--- src/rtl/stn_addr_pkg.sv ---
package stn_addr_pkg;

  // Width selector used for read masking
  typedef enum logic [1:0] {
    WID_BYTE  = 2'd0,
    WID_WORD  = 2'd1,
    WID_DWORD = 2'd2
  } accWidth_e;

  // Strobes from decode control to the datapath
  typedef struct packed {
    logic      promRd;
    logic      promWr;
    logic      regRd;
    logic      floatRd;
    logic [2:0] nBytes;
    accWidth_e widthSel;
  } ctrlStrobes_t;

endpackage

--- src/rtl/stn_addr_ctrl.sv ---
module stn_addr_ctrl
  import stn_addr_pkg::*;
#(
  parameter int ADDR_W     = 5,
  parameter int PROM_BYTES = 16
) (
  input  logic              rstN,
  input  logic              memAperture,
  input  logic [ADDR_W-1:0] busAddr,
  input  logic [2:0]        busSize,
  input  logic              busRd,
  input  logic              busWr,
  input  logic              dwordMode,
  input  logic              promWrEn,
  output ctrlStrobes_t      stb,
  output logic              regWordStb,
  output logic              regDwordStb,
  output logic              regWrite,
  output logic [ADDR_W-1:0] regAddr
);

  localparam int IDX_W = $clog2(PROM_BYTES);

  logic isByte, isWord, isDword, anySize;
  logic inHigh, promOk, regOk, accessOn;

  always_comb begin
    isByte  = (busSize == 3'd1);
    isWord  = (busSize == 3'd2);
    isDword = (busSize == 3'd4);
    anySize = isByte | isWord | isDword;

    if (memAperture) begin
      // one address bit chooses store or registers; no alignment rules
      inHigh = busAddr[IDX_W];
      promOk = !inHigh && anySize;
    end else begin
      inHigh = (busAddr >= ADDR_W'(PROM_BYTES));
      if (dwordMode)
        promOk = !inHigh && isDword && (busAddr[1:0] == 2'b00);
      else
        promOk = !inHigh && (isByte || (isWord && !busAddr[0]));
    end
    regOk = inHigh && (isWord || isDword);
  end

  assign accessOn = rstN && (busRd || busWr);

  always_comb begin
    stb          = '0;
    stb.promRd   = busRd && promOk;
    stb.promWr   = busWr && promOk && promWrEn;
    stb.regRd    = busRd && regOk;
    stb.floatRd  = busRd && !promOk && !regOk;
    stb.nBytes   = busSize;
    stb.widthSel = isByte ? WID_BYTE : (isWord ? WID_WORD : WID_DWORD);
    if (!rstN) stb = '0;
  end

  assign regWordStb  = accessOn && regOk && isWord;
  assign regDwordStb = accessOn && regOk && isDword;
  assign regWrite    = busWr;
  assign regAddr     = memAperture ? ADDR_W'(busAddr[IDX_W-1:0]) : busAddr;

endmodule

--- src/rtl/stn_addr_dp.sv ---
module stn_addr_dp
  import stn_addr_pkg::*;
#(
  parameter int PROM_BYTES = 16,
  parameter int DATA_W     = 32
) (
  input  logic                         clk,
  input  logic                         rstN,
  input  ctrlStrobes_t                 stb,
  input  logic [$clog2(PROM_BYTES)-1:0] promIdx,
  input  logic [DATA_W-1:0]            busWdata,
  input  logic [DATA_W-1:0]            regRdata,
  output logic [DATA_W-1:0]            rdData,
  output logic                         rdValid
);

  localparam int IDX_W = $clog2(PROM_BYTES);
  localparam int LANES = DATA_W / 8;

  logic [7:0]       promMem [PROM_BYTES];
  logic [IDX_W-1:0] laneIdx [LANES];
  logic [LANES-1:0] laneOn;
  logic [DATA_W-1:0] assembled;
  logic [DATA_W-1:0] widthMask;
  logic [DATA_W-1:0] rdNext;

  // per-lane index with modulo wrap
  for (genvar g = 0; g < LANES; g++) begin : gLane
    assign laneIdx[g]      = promIdx + IDX_W'(g);
    assign laneOn[g]       = (32'(stb.nBytes) > g);
    assign assembled[8*g +: 8] = laneOn[g] ? promMem[laneIdx[g]] : 8'h00;
  end

  always_comb begin
    case (stb.widthSel)
      WID_BYTE: widthMask = DATA_W'(8'hFF);
      WID_WORD: widthMask = DATA_W'(16'hFFFF);
      default:  widthMask = '1;
    endcase
  end

  always_comb begin
    rdNext = rdData;
    if (stb.promRd)       rdNext = assembled & widthMask;
    else if (stb.regRd)   rdNext = regRdata & widthMask;
    else if (stb.floatRd) rdNext = widthMask;
  end

  always_ff @(posedge clk) begin
    if (!rstN) begin
      for (int i = 0; i < PROM_BYTES; i++) promMem[i] <= 8'h00;
    end else if (stb.promWr) begin
      for (int k = 0; k < LANES; k++)
        if (laneOn[k]) promMem[laneIdx[k]] <= busWdata[8*k +: 8];
    end
  end

  always_ff @(posedge clk) begin
    if (!rstN) begin
      rdData  <= '0;
      rdValid <= 1'b0;
    end else begin
      rdData  <= rdNext;
      rdValid <= stb.promRd | stb.regRd | stb.floatRd;
    end
  end

endmodule

--- src/rtl/stn_addr_window.sv ---
module stn_addr_window
  import stn_addr_pkg::*;
#(
  parameter int ADDR_W     = 5,
  parameter int PROM_BYTES = 16,
  parameter int DATA_W     = 32
) (
  input  logic              clk,
  input  logic              rstN,
  input  logic              memAperture,
  input  logic [ADDR_W-1:0] busAddr,
  input  logic [2:0]        busSize,
  input  logic [DATA_W-1:0] busWdata,
  input  logic              busRd,
  input  logic              busWr,
  input  logic              dwordMode,
  input  logic              promWrEn,
  output logic [DATA_W-1:0] rdData,
  output logic              rdValid,
  output logic              regWordStb,
  output logic              regDwordStb,
  output logic              regWrite,
  output logic [ADDR_W-1:0] regAddr,
  output logic [DATA_W-1:0] regWdata,
  input  logic [DATA_W-1:0] regRdata
);

  localparam int IDX_W = $clog2(PROM_BYTES);

  ctrlStrobes_t ctrlStb;

  stn_addr_ctrl #(.ADDR_W(ADDR_W), .PROM_BYTES(PROM_BYTES)) ctrlInst (
    .rstN        (rstN),
    .memAperture (memAperture),
    .busAddr     (busAddr),
    .busSize     (busSize),
    .busRd       (busRd),
    .busWr       (busWr),
    .dwordMode   (dwordMode),
    .promWrEn    (promWrEn),
    .stb         (ctrlStb),
    .regWordStb  (regWordStb),
    .regDwordStb (regDwordStb),
    .regWrite    (regWrite),
    .regAddr     (regAddr)
  );

  stn_addr_dp #(.PROM_BYTES(PROM_BYTES), .DATA_W(DATA_W)) dpInst (
    .clk      (clk),
    .rstN     (rstN),
    .stb      (ctrlStb),
    .promIdx  (busAddr[IDX_W-1:0]),
    .busWdata (busWdata),
    .regRdata (regRdata),
    .rdData   (rdData),
    .rdValid  (rdValid)
  );

  assign regWdata = busWdata;

endmodule

--- config.mk ---
export PLATFORM = sky130hd
export DESIGN_NAME = stn_addr_window
export DESIGN_NICKNAME = d
export VERILOG_FILES = /design/src/rtl/stn_addr_pkg.sv /design/src/rtl/stn_addr_ctrl.sv /design/src/rtl/stn_addr_dp.sv /design/src/rtl/stn_addr_window.sv
export SDC_FILE = /design/constraint.sdc
export NUM_CORES = 1
export LEC_CHECK = 0
export BUFFER_PORTS_ARGS = -buffer_cell sky130_fd_sc_hd__buf_2
export CELL_PAD_IN_SITES_DETAIL_PLACEMENT = 1
export CELL_PAD_IN_SITES_GLOBAL_PLACEMENT = 2
export CORE_MARGIN = 2
export CORE_UTILIZATION = 36
export DETAILED_ROUTE_END_ITERATION = 10
export PLACE_DENSITY_LB_ADDON = 0.2
export SYNTH_ARGS = -nofsm -noshare
export SYNTH_HDL_FRONTEND = slang
export SYNTH_HIERARCHICAL = 1
export SYNTH_SLANG_ARGS = --single-unit
--- constraint.sdc ---
create_clock -name clk -period 3.6 [get_ports clk]
set_clock_uncertainty 0.15 [all_clocks]
set_input_delay 0.72 -clock clk [delete_from_list [all_inputs] [get_ports clk]]
set_output_delay 0.72 -clock clk [all_outputs]
set_load 0.05 [all_outputs]
# ---- Word level (Yosys, flattened, before mapping)
# Memories as Yosys holds them, arrays and structs flattened.
# Cells that the tools add are included.
dict set report word_totals {
  ram_bits 128
  in_bits 79
  rom_bits 0
  wordCells 96
  latch_bits 0
  memories 1
  register_bits 33
  output_inout_bits 73
}
dict set report op_classes {
  shift 0
  bitwise_logic 6
  div_mod_pow 0
  n_mux 44
  magnitude_cmp 5
  add_sub_neg 3
  n_eq_ne 4
  reduce_logical 31
  n_mul 0
}
# memory depth word_bits rd rd_ports_with_merged_regs wr line_no
set memory_table {}
lappend memory_table {dpInst.promMem 16 8 4 0 16 stn_addr_dp.sv:20} ;# logic [7:0] promMem [PROM_BYTES];
# cell count
set ops {}
lappend ops {{$mux 32} 3}
lappend ops {{$and 32x32->32} 2}
lappend ops {{$mux 8} 8}
lappend ops {{$pmux 32 s2} 1}
lappend ops {{$reduce_or 8->1} 4}
lappend ops {{$mux 1} 24}
lappend ops {{$logic_and 1x1->1} 16}
lappend ops {{$mux 4} 4}
lappend ops {{$mux 9} 1}
lappend ops {{$add 4x2->4 const B} 2}
lappend ops {{$gt 3x1->1 const B} 2}
lappend ops {{$gt 3x2->1 const B} 2}
lappend ops {{$ge 5x5->1 const B} 1}
lappend ops {{$logic_not 1->1} 5}
lappend ops {{$mux 5} 1}
lappend ops {{$add 4x1->4 const B} 1}
lappend ops {{$logic_not 2->1} 2}
lappend ops {{$mux 2} 2}
lappend ops {{$or 1x1->1} 4}
lappend ops {{$eq 3x1->1 const B} 1}
lappend ops {{$eq 3x2->1 const B} 1}
lappend ops {{$eq 3x3->1 const B} 1}
lappend ops {{$logic_or 1x1->1} 3}
lappend ops {{$reduce_bool 3->1} 1}
lappend ops {{$eq 2x1->1 const B} 1}

# ---- Longest topological paths before layout
# Gate-level depths: netlist of run 1.
dict set report depth {
  word_depth 17
  mapped_depth 13
  ltp_nobuf 8
}

# ---- By module
# The synthesis of run 1 kept the hierarchy.
# module area_each_um2 instances seq_area_each_um2 cells_per_inst
set modules_own_cells {}
lappend modules_own_cells {stn_addr_dp 14884.3 1 4504.3 1481}
lappend modules_own_cells {stn_addr_window 240.2 1 0.0 32}
lappend modules_own_cells {stn_addr_ctrl 220.2 1 0.0 31}

# ---- Worst setup path after synthesis of run 1
# Ideal clock, no wire load.
dict set report synth_timing {
  path_kind {input to register}
  start {input busAddr[1]}
  end {memory dpInst.promMem[9][0] (enable)}
  slack_ns -0.283
  path_buffers 4
  setup_time_ns 0.342
  required_time_ns 3.108
  t_arrival_ns 3.391
  cell_stages 10
  cell_sequence {buf_2 -> clkbuf_1 -> clkinv_1 -> ha_1 -> a21oi_4 -> xor2_4 -> buf_6 -> nor3_1 -> buf_2 -> nand4b_1}
}
# item line_no
set synth_rtl {}
lappend synth_rtl {{from (decl)} stn_addr_window.sv:11} ;# input logic [ADDR_W-1:0] busAddr,
lappend synth_rtl {{to (decl)} stn_addr_dp.sv:20}

==> results of run 1 <==
## worst min-delay path: stages (launching register included)
cell     delay [ps]
dfxtp_1         310
nand3_1          60
nand2_1          50
## state kept, by name, indices dropped and copies added, names as in the netlist
register,count
dpInst/promMem,128
dpInst/rdValid,1
dpInst/rdData,32
## cell type report
class,instances,area (µm²),area share (%)
clock buffers,17,425,2.33
clock inverters,15,199,1.09
inverters,19,72.6,0.397
multi-input cells,1166,9790,53.6
flip-flops and latches,161,4500,24.7
well taps,539,674,3.69
repair buffers,348,2600,14.3
## cells by family after synthesis
| kind of cell | count (synthesis) | synth area share (%) |
|---|---|---|
| compound gates | 354 | 14.3 |
| buf+inv | 217 | 7.27 |
| mux | 305 | 32.7 |
| simple gates | 489 | 14.8 |
| xor+xnor | 10 | 0.987 |
| flops | 161 | 29.4 |
| fa+ha+maj | 8 | 0.652 |
## metal layers
layer | vias up | track usage, % | part of all wire, %
met4 | 0 | 13.4 | 4.3
met5 | - | 0 | 0
met3 | 157 | 5.66 | 8.8
met1 | 7375 | 44.8 | 42
li1 | 6257 | - | -
met2 | 889 | 50.6 | 45
## power by group
group          leakage [nW]  switching, mW  internal (mW)
combinational          5.16          0.956          0.609
clock                 0.301          0.894           1.11
sequential             1.48          0.151           2.10
## synth_stat cells (all sizes together) (3+ instances only)
| master | count |
|---|---|
| mux2 | 56 |
| o211ai | 5 |
| nand4 | 7 |
| nor2 | 66 |
| nor3b | 3 |
| nand3b | 17 |
| o221ai | 16 |
| nand3 | 26 |
| buf | 109 |
| clkinv | 9 |
| dfxtp | 33 |
| a21oi | 36 |
| o22ai | 64 |
| nor3 | 69 |
| inv | 10 |
| nand2 | 245 |
| a21o | 3 |
| o311ai | 6 |
| o31ai | 16 |
| a22oi | 15 |
| and3 | 3 |
| a21boi | 3 |
| o2111a | 4 |
| edfxtp | 128 |
| xnor2 | 5 |
| ha | 8 |
| nand2b | 14 |
| clkbuf | 89 |
| a311oi | 16 |
| nor2b | 4 |
| mux4 | 151 |
| mux2i | 98 |
| and2 | 12 |
| xor2 | 5 |
| or3 | 9 |
| o21ai | 164 |
## metrics by stage
stage | power [mW] | cells | hold WS [ps] | setup WS (ps)
floorplan | 3.22 | 1544 | 529 | 12.4
global placement | 3.79 | 2233 | 295 | -85.1
detailed placement | 3.82 | 2233 | 304 | -127
CTS | 5.81 | 2265 | 315 | 346
global route | 5.98 | 2265 | 354 | 211
finish | 5.83 | 2265 | 313 | 322
## path summary, 6_finish.rpt
check	cells past startpoint	end	startpoint	slack, ps
min	2	dpInst/rdData[31]	dpInst/rdData[31]	310
max	12	dpInst/promMem[11][7]	busSize[1]	320
max reg2reg	4	dpInst/rdData[14]	dpInst/promMem[10][6]	1490
min reg2reg	2	dpInst/rdData[31]	dpInst/rdData[31]	310
==> out/qor.yml, run 1 <==
layout_common_cells: "nand2_1 (244), buf_4 (168), mux4_2 (150), buf_2 (150), o21ai_0 (148)"
cts.sinks: 161
nNetsFinal: 1800
fp.coreArea_mm2: 0.0420
drt-total-wl_um: 71500
fin_crit_sh_pct: 91.1
setup_viol: 0
syn_area_per_cell_um2: 9.94
yosysTopAreaCellShare_pct: 25.0
final_cell_area_mm2: 0.0183
synth_top_area_cell: "edfxtp_1"
cts_setup_buffers: 0
slew_headroom_pct: 33.8
dr.pass1.iters: 5
cts_hold_buf: 0
first_global_vias: 14400
crit_path_cell_trace: "buf_2 -> a21o_1 -> a2111o_1 -> a21oi_1 -> buf_4 -> nand3_1 -> or4b_1 -> buf_4 -> o221ai_1 -> o21ai_0 -> o21ai_0 -> buf_4"
ys_seq_area_share_pct: 29.4
period_minus_slack_ps: 3280
hp-class: "reg2reg"
cp-end-kind: "flop"
drt_iter0_markers: 1485
postPlaceCellArea_mm2: 0.0176
worst_pin_slew_ps: 989
cp_common_cell: "buf_4"
numCtsBuffers: 17
grtUsageTotal_pct: 32.5
h-tree-depth: 4
boundaryPins: 152
worst_setup_path_start_kind: "primary input"
ys_types: 70
path_class: "in2reg"
post_cts_resized: 0
vdd_drop_max_uv: 308
n_antenna_cell: 0
ys_ff_latch: 161
drive_gt1_share_pct: 36.3
path_buf_inv: 4
start_util_pct: 36.5
grt_pass1_wl_um: 103000
netlist_instances: 1544
clockBufferDepth: 2
worstPathRequired_ps: 3790
synth-edff-count: 128
cts_tree: "built"
finish.utilization_pct: 43.4
die_width_um: 210
finalMaxSlewViolations: 0
fillers: 4735
place.gp.congestion: 0.976
area_delta_synth_final_pct: 19.0
ys.flop_type: "edfxtp_1"
status: "finished clean"
slowest_stage: "or4b_1"
critical_path.max_stage_delay_ps: 500
cp_max_fo: 17
synth_area_mm2: 0.0153
post_drt_wl_per_cell_um: 31.6
hold_viol_final: 0
setup_tns_ps: 0
fmax_ghz: 0.305
die_h_um: 210
rows: 75
drv_cap: 0
dieArea_mm2: 0.0443
powerDensity_mw_per_mm2: 319
rsz0062_at_grt: "no"
io_buffers: 151
ys_async_sr_fraction_pct: 0
power_leakage_nw: 6.95
grt_max_degree: 82
ant_nets: 0
final_common_cell: "nand2_1"
syn_nets: 1631
num_vias: 14700
synth.area.top_cells: "edfxtp_1 (25%), mux4_2 (22%), mux2i_1 (6.4%)"
overflow: 0
post-route-drc-count: 0
vias_per_cell: 6.48
root_buffer: "clkbuf_16"
cp_top_family: "compound AO/OA/AOI/OAI gates"
place_hpwl_um: 54900
clkLatencyLatePin_ps: 460
antenna_found_initial: 2
arrival_ps: 3470
path_clk_slew_ps: 80
synth.yosys.warnings: 6
No activity file was read; power rests on OpenSTA's default activity.
==> run 2, diff against run 1 <==
==> constraint.sdc (replaced) <==
create_clock -name clk -period 2.97 [get_ports clk]
set_clock_uncertainty 0.15 [all_clocks]
set_input_delay 0.594 -clock clk [delete_from_list [all_inputs] [get_ports clk]]
set_output_delay 0.594 -clock clk [all_outputs]
set_load 0.05 [all_outputs]
==> run 2 against run 1 <==
  * The run now ends with setup timing left
  * Clock-buffer cell count rose by 1
  * Critical path depth fell by 1
  * Register-to-register slack got worse by 620 ps
  * Largest power group unchanged
  * Highest routed layer is now met5
  * Die area did not move
==> out/qor.yml, run 2 (synthesis results as in run 1) <==
rsz0062_at_grt: "yes"
path_class: "in2reg"
clockBufferDepth: 2
area_delta_synth_final_pct: 28.8
place_hpwl_um: 57300
num_vias: 15100
path_buf_inv: 4
n_antenna_cell: 0
drt-total-wl_um: 75000
violations: "setup timing"
grt_pass1_wl_um: 106000
grt_max_degree: 82
grtUsageTotal_pct: 33.8
slew_headroom_pct: 39.6
place.gp.congestion: 0.982
worst_pin_slew_ps: 902
cp-end-kind: "flop"
fin_total_pwr_mw: 7.17
die_h_um: 210
fin_crit_sh_pct: 100
first_global_vias: 14600
largest_reg_flops: 128
period_minus_slack_ps: 2980
vias_per_cell: 6.41
antenna_found_initial: 2
cp_common_cell: "buf_4"
clkLatencyLatePin_ps: 460
slowest_stage: "a2111o_1"
die_width_um: 210
fp.coreArea_mm2: 0.0420
cts_hold_buf: 0
holdWs_ps: 281
worst_setup_path_start_kind: "primary input"
critical_path.max_stage_delay_ps: 420
numCtsBuffers: 17
arrival_ps: 3030
reg_top3: "dpInst/promMem x128, dpInst/rdData x32, dpInst/rdValid x1"
start_util_pct: 36.5
largest_register: "dpInst/promMem"
drt_iter0_markers: 1864
dr.pass1.iters: 8
place_ws_ps: -875
post_drt_wl_per_cell_um: 31.8
crit_path_cell_trace: "buf_2 -> a21o_1 -> a2111o_1 -> a21oi_4 -> buf_6 -> buf_4 -> nand3_4 -> nor4_4 -> buf_4 -> mux2i_1 -> o21ai_0"
dieArea_mm2: 0.0443
final_common_cell: "nand2_1"
hold_viol_final: 0
status: "finished with violations"
cp_top_family: "compound AO/OA/AOI/OAI gates"
path_clk_slew_ps: 60
drive_gt1_share_pct: 43.6
io_buffers: 151
root_buffer: "clkbuf_16"
cts_tree: "built"
fin_ws_ps: -12.0
finish.utilization_pct: 47.0
worstPathRequired_ps: 3010
power_leakage_nw: 7.56
rows: 75
vdd_drop_max_uv: 422
hp-class: "in2reg"
post-route-drc-count: 0
overflow: 0
powerDensity_mw_per_mm2: 363
setup_viol: 2
drv_cap: 0
boundaryPins: 152
nNetsFinal: 1890
finalMaxSlewViolations: 0
ant_nets: 0
cts.sinks: 161
fmax_ghz: 0.335
layout_common_cells: "nand2_1 (235), buf_4 (226), buf_2 (151), mux4_2 (150), o21ai_0 (131)"
h-tree-depth: 4
cp_max_fo: 8
[run 2: layout make-up]
class                      count  area, µm²
sequential                   161       4500
timing repair buffer         436       3550
tap                          539        674
clock inverter                13        186
multi-input combinational   1168      10300
fill                        4624      22300
clock buffer                  18        429
inverter                      19       83.8
[run 2: repair_timing]
item,CTS,global route
gates cloned,3,1
buffers inserted,1,8
setup endpoints to repair,243,210
endpoints found under the hold margin,0,0
gates resized for setup,24,55
pin swaps,5,8
[run 2: final timing paths]
kind,start,endpoint,slack (ps),cells past startpoint
hold / removal,regRdata[7],dpInst/rdData[7],280,3
setup reg to reg,dpInst/promMem[13][2],dpInst/rdData[26],870,4
hold reg to reg,dpInst/rdData[31],dpInst/rdData[31],310,2
setup / recovery,busSize[1],dpInst/promMem[12][3],-10,11
[run 2: tightest hold or removal path: stages]
cell	delay [ps]
buf_2	70
a21oi_1	70
o22ai_1	100
[run 2: metrics by stage]
stage	cells	TNS (ps)	cell area, µm²
4_1_cts	2345	0	19500
6_report	2354	-12.3	19800
3_3_place_gp	2310	-148000	18700
3_5_place_dp	2310	-153080	18700
2_1_floorplan	1544	-1430	15800
5_1_grt	2354	-3150	19800
[run 2: power breakdown]
part           internal [mW]  leakage, nW  total (mW)  switching (mW)
Sequential              2.55         1.48        2.71           0.163
Clock                   1.40        0.287        2.40           0.993
Combinational          0.838         5.79        2.06            1.22
[run 2: routing by layer]
metal	share of wire [%]	vias to the layer above	GRT usage [%]	routed length, µm
li1	-	6436	-	-
met1	41	7500	46.3	30600
met2	44	965	51.7	33200
met3	9.5	190	6.51	7110
met4	5.3	2	15.8	4000
met5	0.017	-	0	13
